File: src/rtl/gpio_sc_pkg.sv
package gpio_sc_pkg;

    localparam int BANK_MAX = 8;
    localparam int REG_W    = 32;
    localparam int DIR_BASE = 16;

    typedef logic [BANK_MAX-1:0] pin_vec_t;

    // Per-pin commands decoded from one register write.
    typedef struct packed {
        pin_vec_t drive_low;
        pin_vec_t drive_high;
        pin_vec_t make_out;
        pin_vec_t make_in;
    } pin_cmd_t;

    // Stored pin state.
    typedef struct packed {
        pin_vec_t level;
        pin_vec_t oe;
    } pin_state_t;

    // Two-stage input synchronizer.
    typedef struct packed {
        pin_vec_t meta;
        pin_vec_t stable;
    } sync_state_t;

    // Lanes that exist in a bank of 'count' pins.
    function automatic pin_vec_t lane_mask(input int count);
        pin_vec_t m;
        m = '0;
        for (int i = 0; i < BANK_MAX; i++) begin
            if (i < count) m[i] = 1'b1;
        end
        return m;
    endfunction

endpackage

File: src/rtl/gpio_sc_decode.sv
module gpio_sc_decode
    import gpio_sc_pkg::*;
#(
    parameter int PIN_COUNT = 8
) (
    input  logic             wr_en,
    input  logic [REG_W-1:0] wr_data,
    output pin_cmd_t         cmd
);

    localparam pin_vec_t LANES = lane_mask(PIN_COUNT);

    pin_cmd_t raw;

    // Each lane pulls its own pairs out of the interleaved word.
    for (genvar n = 0; n < BANK_MAX; n++) begin : g_lane
        assign raw.drive_low[n]  = wr_data[2*n];
        assign raw.drive_high[n] = wr_data[2*n+1];
        assign raw.make_out[n]   = wr_data[2*n+DIR_BASE];
        assign raw.make_in[n]    = wr_data[2*n+DIR_BASE+1];
    end

    // Qualify with the strobe and drop lanes the bank does not have.
    always_comb begin
        cmd.drive_low  = raw.drive_low  & LANES & {BANK_MAX{wr_en}};
        cmd.drive_high = raw.drive_high & LANES & {BANK_MAX{wr_en}};
        cmd.make_out   = raw.make_out   & LANES & {BANK_MAX{wr_en}};
        cmd.make_in    = raw.make_in    & LANES & {BANK_MAX{wr_en}};
    end

endmodule

File: src/rtl/gpio_sc_state.sv
module gpio_sc_state
    import gpio_sc_pkg::*;
(
    input  logic     clk,
    input  logic     rst_n,
    input  pin_cmd_t cmd,
    output pin_vec_t level,
    output pin_vec_t oe
);

    pin_state_t st_d, st_q;

    // Clearing first and then setting lets the high and output commands
    // override their partners when both bits of a pair are written.
    always_comb begin
        st_d       = st_q;
        st_d.level = (st_q.level & ~cmd.drive_low) | cmd.drive_high;
        st_d.oe    = (st_q.oe    & ~cmd.make_in)   | cmd.make_out;
    end

    always_ff @(posedge clk or negedge rst_n) begin
        if (!rst_n) st_q <= '0;
        else        st_q <= st_d;
    end

    assign level = st_q.level;
    assign oe    = st_q.oe;

endmodule

File: src/rtl/gpio_sc_sync.sv
module gpio_sc_sync
    import gpio_sc_pkg::*;
#(
    parameter int PIN_COUNT = 8
) (
    input  logic     clk,
    input  logic     rst_n,
    input  pin_vec_t pad_in,
    output pin_vec_t synced
);

    localparam pin_vec_t LANES = lane_mask(PIN_COUNT);

    sync_state_t sy_d, sy_q;

    always_comb begin
        sy_d.meta   = pad_in & LANES;
        sy_d.stable = sy_q.meta;
    end

    always_ff @(posedge clk or negedge rst_n) begin
        if (!rst_n) sy_q <= '0;
        else        sy_q <= sy_d;
    end

    assign synced = sy_q.stable;

endmodule

File: src/rtl/gpio_sc_rdpack.sv
module gpio_sc_rdpack
    import gpio_sc_pkg::*;
(
    input  pin_vec_t         synced,
    output logic [REG_W-1:0] rd_data
);

    // Odd lanes of the low half carry the levels. Everything else reads 0.
    always_comb begin
        rd_data = '0;
        for (int n = 0; n < BANK_MAX; n++) begin
            rd_data[2*n+1] = synced[n];
        end
    end

endmodule

File: src/rtl/gpio_setclr_bank.sv
module gpio_setclr_bank
    import gpio_sc_pkg::*;
#(
    parameter int PIN_COUNT = 8
) (
    input  logic        clk,
    input  logic        rst_n,
    input  logic        wr_en,
    input  logic [31:0] wr_data,
    output logic [31:0] rd_data,
    input  logic [7:0]  pad_in,
    output logic [7:0]  pad_out,
    output logic [7:0]  pad_oe
);

    pin_cmd_t cmd;
    pin_vec_t synced;

    gpio_sc_decode #(.PIN_COUNT(PIN_COUNT)) u_decode (
        .wr_en   (wr_en),
        .wr_data (wr_data),
        .cmd     (cmd)
    );

    gpio_sc_state u_state (
        .clk   (clk),
        .rst_n (rst_n),
        .cmd   (cmd),
        .level (pad_out),
        .oe    (pad_oe)
    );

    gpio_sc_sync #(.PIN_COUNT(PIN_COUNT)) u_sync (
        .clk    (clk),
        .rst_n  (rst_n),
        .pad_in (pad_in),
        .synced (synced)
    );

    gpio_sc_rdpack u_rdpack (
        .synced  (synced),
        .rd_data (rd_data)
    );

endmodule

File: config.mk
export PLATFORM = sky130hd
export DESIGN_NAME = gpio_setclr_bank
export DESIGN_NICKNAME = d
export VERILOG_FILES = /design/src/rtl/gpio_sc_pkg.sv /design/src/rtl/gpio_sc_decode.sv /design/src/rtl/gpio_sc_state.sv /design/src/rtl/gpio_sc_sync.sv /design/src/rtl/gpio_sc_rdpack.sv /design/src/rtl/gpio_setclr_bank.sv
export SDC_FILE = /design/constraint.sdc
export NUM_CORES = 1
export LEC_CHECK = 0
export BUFFER_PORTS_ARGS = -buffer_cell sky130_fd_sc_hd__buf_2
export CORE_AREA = 2 2 57 59
export CTS_CLUSTER_SIZE = 16
export DETAILED_ROUTE_END_ITERATION = 8
export DIE_AREA = 0 0 59 61
export PLACE_DENSITY = 0.82
export SYNTH_ARGS = -nofsm -noshare
export SYNTH_HDL_FRONTEND = slang
export SYNTH_SLANG_ARGS = --single-unit
export TNS_END_PERCENT = 1
File: constraint.sdc
create_clock -name clk -period 1.06 [get_ports clk]
set_input_delay 0.318 -clock clk [delete_from_list [all_inputs] [get_ports clk]]
set_output_delay 0.318 -clock clk [all_outputs]
set_load 0.02 [all_outputs]
==> metrics.md <==
| Metric | Value |
|---|---|
| Status | finished, violations left |
| Failing checks | setup timing |
| Initial Util | between 40% and 50% |
| Global-route wire length before repair | 3400 um |
| Critical Path Slowest Stage Cell | dfrtp_1 |
| Hold-critical path depth | 1 |
| H-Tree Depth | 2 |
| Total Nets Final | about 210 |
| Hold Path End | u_sync.sy_d[6] |
| Final Hold Fails | 0 |
| Layout cell share with drive strength beyond 1 | between 40% and 50% |
| Worst reg2reg path depth | 2 |
| Row count | 20 |
| Vias/cell | around 4.4 |
| Most common cell after layout, fill and taps aside | buf_2 |
| Core ar. | 0.00295 mm2 |
| CP top delay family | flip-flops |
| Crit path arrival time | around 0.88 ns |
| Routed len/inst | 11.3 um |
| Critical Path Start Type | register |
| Fmax | about 840 MHz |
| Clock Pin Slew Worst Setup and Hold Paths | roughly 0.090 ns |
| Top-area cell type share of the netlist area | 65.9% |
| Final Cycle Share | 113% |
| Largest area contributor in the netlist | dfrtp_1 |
| # clock sinks | 32 |
| Leakage | approximately 0.91 nW |
| RSZ-0062 raised after global routing | yes |
| Avg Inst Size Synth | about 13 um2 |
| YS warnings | 0 |
| Worst R2R End | u_state.oe[1] |
| Peak VDD IR | between 0.9 and 1 mV |
| Initial antenna violation count | 0 |
| Final ANT Viol Nets | 0 |
| Fin. max-slew vios | 0 |
| Final wirelength | between 2000 and 2500 um |
| R2R Setup Slk | between 0.2 and 0.25 ns |
| TritonCTS clock tree | built |
| Worst Path Buf+Inv | 1 |
| GPL Wtd Cong | between 0.6 and 0.7 |
| Worst Path Required | between 0.7 and 0.8 ns |
| Critical R2R Launch | u_state.oe[1] |
| Crit-path max cell delay | 0.40 ns |
| Root Buffer Master | clkbuf_4 |
| Layout area overhead | 36.5% |
| Dpl hpwl | between 1500 and 2000 um |
| Pwr Density | between 1500 and 2000 mW/mm2 |
| TNS Setup | -2.67 ns |
| Via Count | approximately 900 |
| FF+latch count, synth | 32 |
| Clk_skew | between 0.003 and 0.004 ns |
| Vias in the first global route | just over 800 |
| Post-synthesis sequential area ratio | between 60 and 70% |
| Worst setup EP type | output pin |
| Crit-path cells | buf_2 |
| Height of the chip | 61 um |
| CTS buffer count | 5 |
| IO Pins | 91 |
| IO buf count | 66 |
| Iteration-0 DRC Markers | 7 |
| Hold Crit Class | input port to register |
| Clk Latency, worst-skew pair | 0.32 ns |
| Hold Path Origin | pad_in[6] |
| Synth cell types | 6 |
| Final setup violation count | 24 |
| Critical Setup Path Class | register to output pin |
| Netlist Area Pre-Place | 0.00121 mm2 |
| Drt pass-1 iters | 3 |
| GR Overflow Total | 0 |
| Area contributors post-synth | dfrtp_1, buf_4, a22o_1 |
| Ant diodes | 0 |
| CTS Buffer Depth | 2 |
| Post-Synthesis Cells | 92 |
| Design Power | about 2.7 mW |
| Largest net degree at the start of global routing | 33 |
| Fin crit period | roughly 1.2 ns |
| CP Max Fanout | 2 |
| GRT Overall Usage | around 13% |
| Max-cap violation count | 0 |
| Die ar. | 0.00360 mm2 |
| Drc violations | 0 |
| Post-route worst setup slack | -0.136 ns |
| Die Wd | about 60 um |
| Most frequent cells in the layout | buf_2, dfrtp_1, conb_1 |
-- through the flow --
stage | instances | worst slack [ns] | area (um2) | hold WS (ns) | util, %
floorplan | 115 | 0.288 | 1300 | 0.0224 | -
global placement | 189 | -0.0470 | 1490 | 0.277 | 50.5
detailed placement | 189 | -0.0993 | 1490 | 0.281 | 50.5
CTS | 200 | -0.143 | 1640 | 0.0785 | 55.7
global route | 201 | -0.175 | 1660 | 0.0771 | 56.1
finish | 201 | -0.136 | 1660 | 0.0952 | 56.1
-- state kept, by name, summed over array words and instances, names as in the netlist --
register       cells
u_state.level      8
u_state.oe         8
u_sync.synced      8
u_sync.sy_d        8
-- synth_stat cells --
cell type,n
buf_6,2
buf_4,25
a22o_1,16
conb_1,1
nand2_1,16
dfrtp_1,32
-- metal layers --
metal | up-vias | GRT usage, % | wire length, um
met3 | 3 | 5.97 | 232
met5 | - | 0 | 0
met1 | 407 | 13.2 | 855
met4 | 0 | 4.87 | 29
li1 | 408 | - | -
met2 | 67 | 25.1 | 1160
-- worst register-to-register path: cells and delay by family, from the launching register on --
kind            cells  cell delay, ns
flops               1            0.40
buf+inv             1            0.14
compound gates      1            0.19
-- final cells by class --
type | count | area (um2)
clock buffer | 7 | 65.1
fill | 253 | 1290
multi-input combinational | 56 | 290
sequential | 32 | 801
tap | 33 | 41.3
timing repair buffer | 73 | 460
-- cell families after synthesis --
family,after synthesis,synth area share [%]
compound gates,16,11.5
buf+inv,27,17.3
simple gates,16,4.94
other cells,1,0.309
flops,32,65.9
-- power by group --
| group | internal (mW) | total [mW] | switching, mW |
|---|---|---|---|
| combinational | 0.251 | 0.562 | 0.311 |
| clock | 0.376 | 0.746 | 0.370 |
| sequential | 1.32 | 1.38 | 0.0551 |
| total | 1.95 | 2.68 | 0.736 |
-- how the worst max path moves through the flow --
stage,from,end,cells past startpoint
floorplan,wr_en,u_state.level[0],2
global route,u_state.level[0],pad_out[0],1
CTS,u_state.oe[1],pad_oe[1],1
global placement,wr_en,u_state.level[5],3
detailed placement,wr_en,u_state.level[0],3
finish,u_state.level[0],pad_out[0],1
-- what timing repair did --
item                                    4_1_cts  5_1_grt
hold buffers                                  1        0
setup buffers                                 3        1
gates resized for setup                      18        2
endpoints found under the hold margin        32        0
endpoints found under the setup margin       24       24
(Power assumes the default switching activity.)
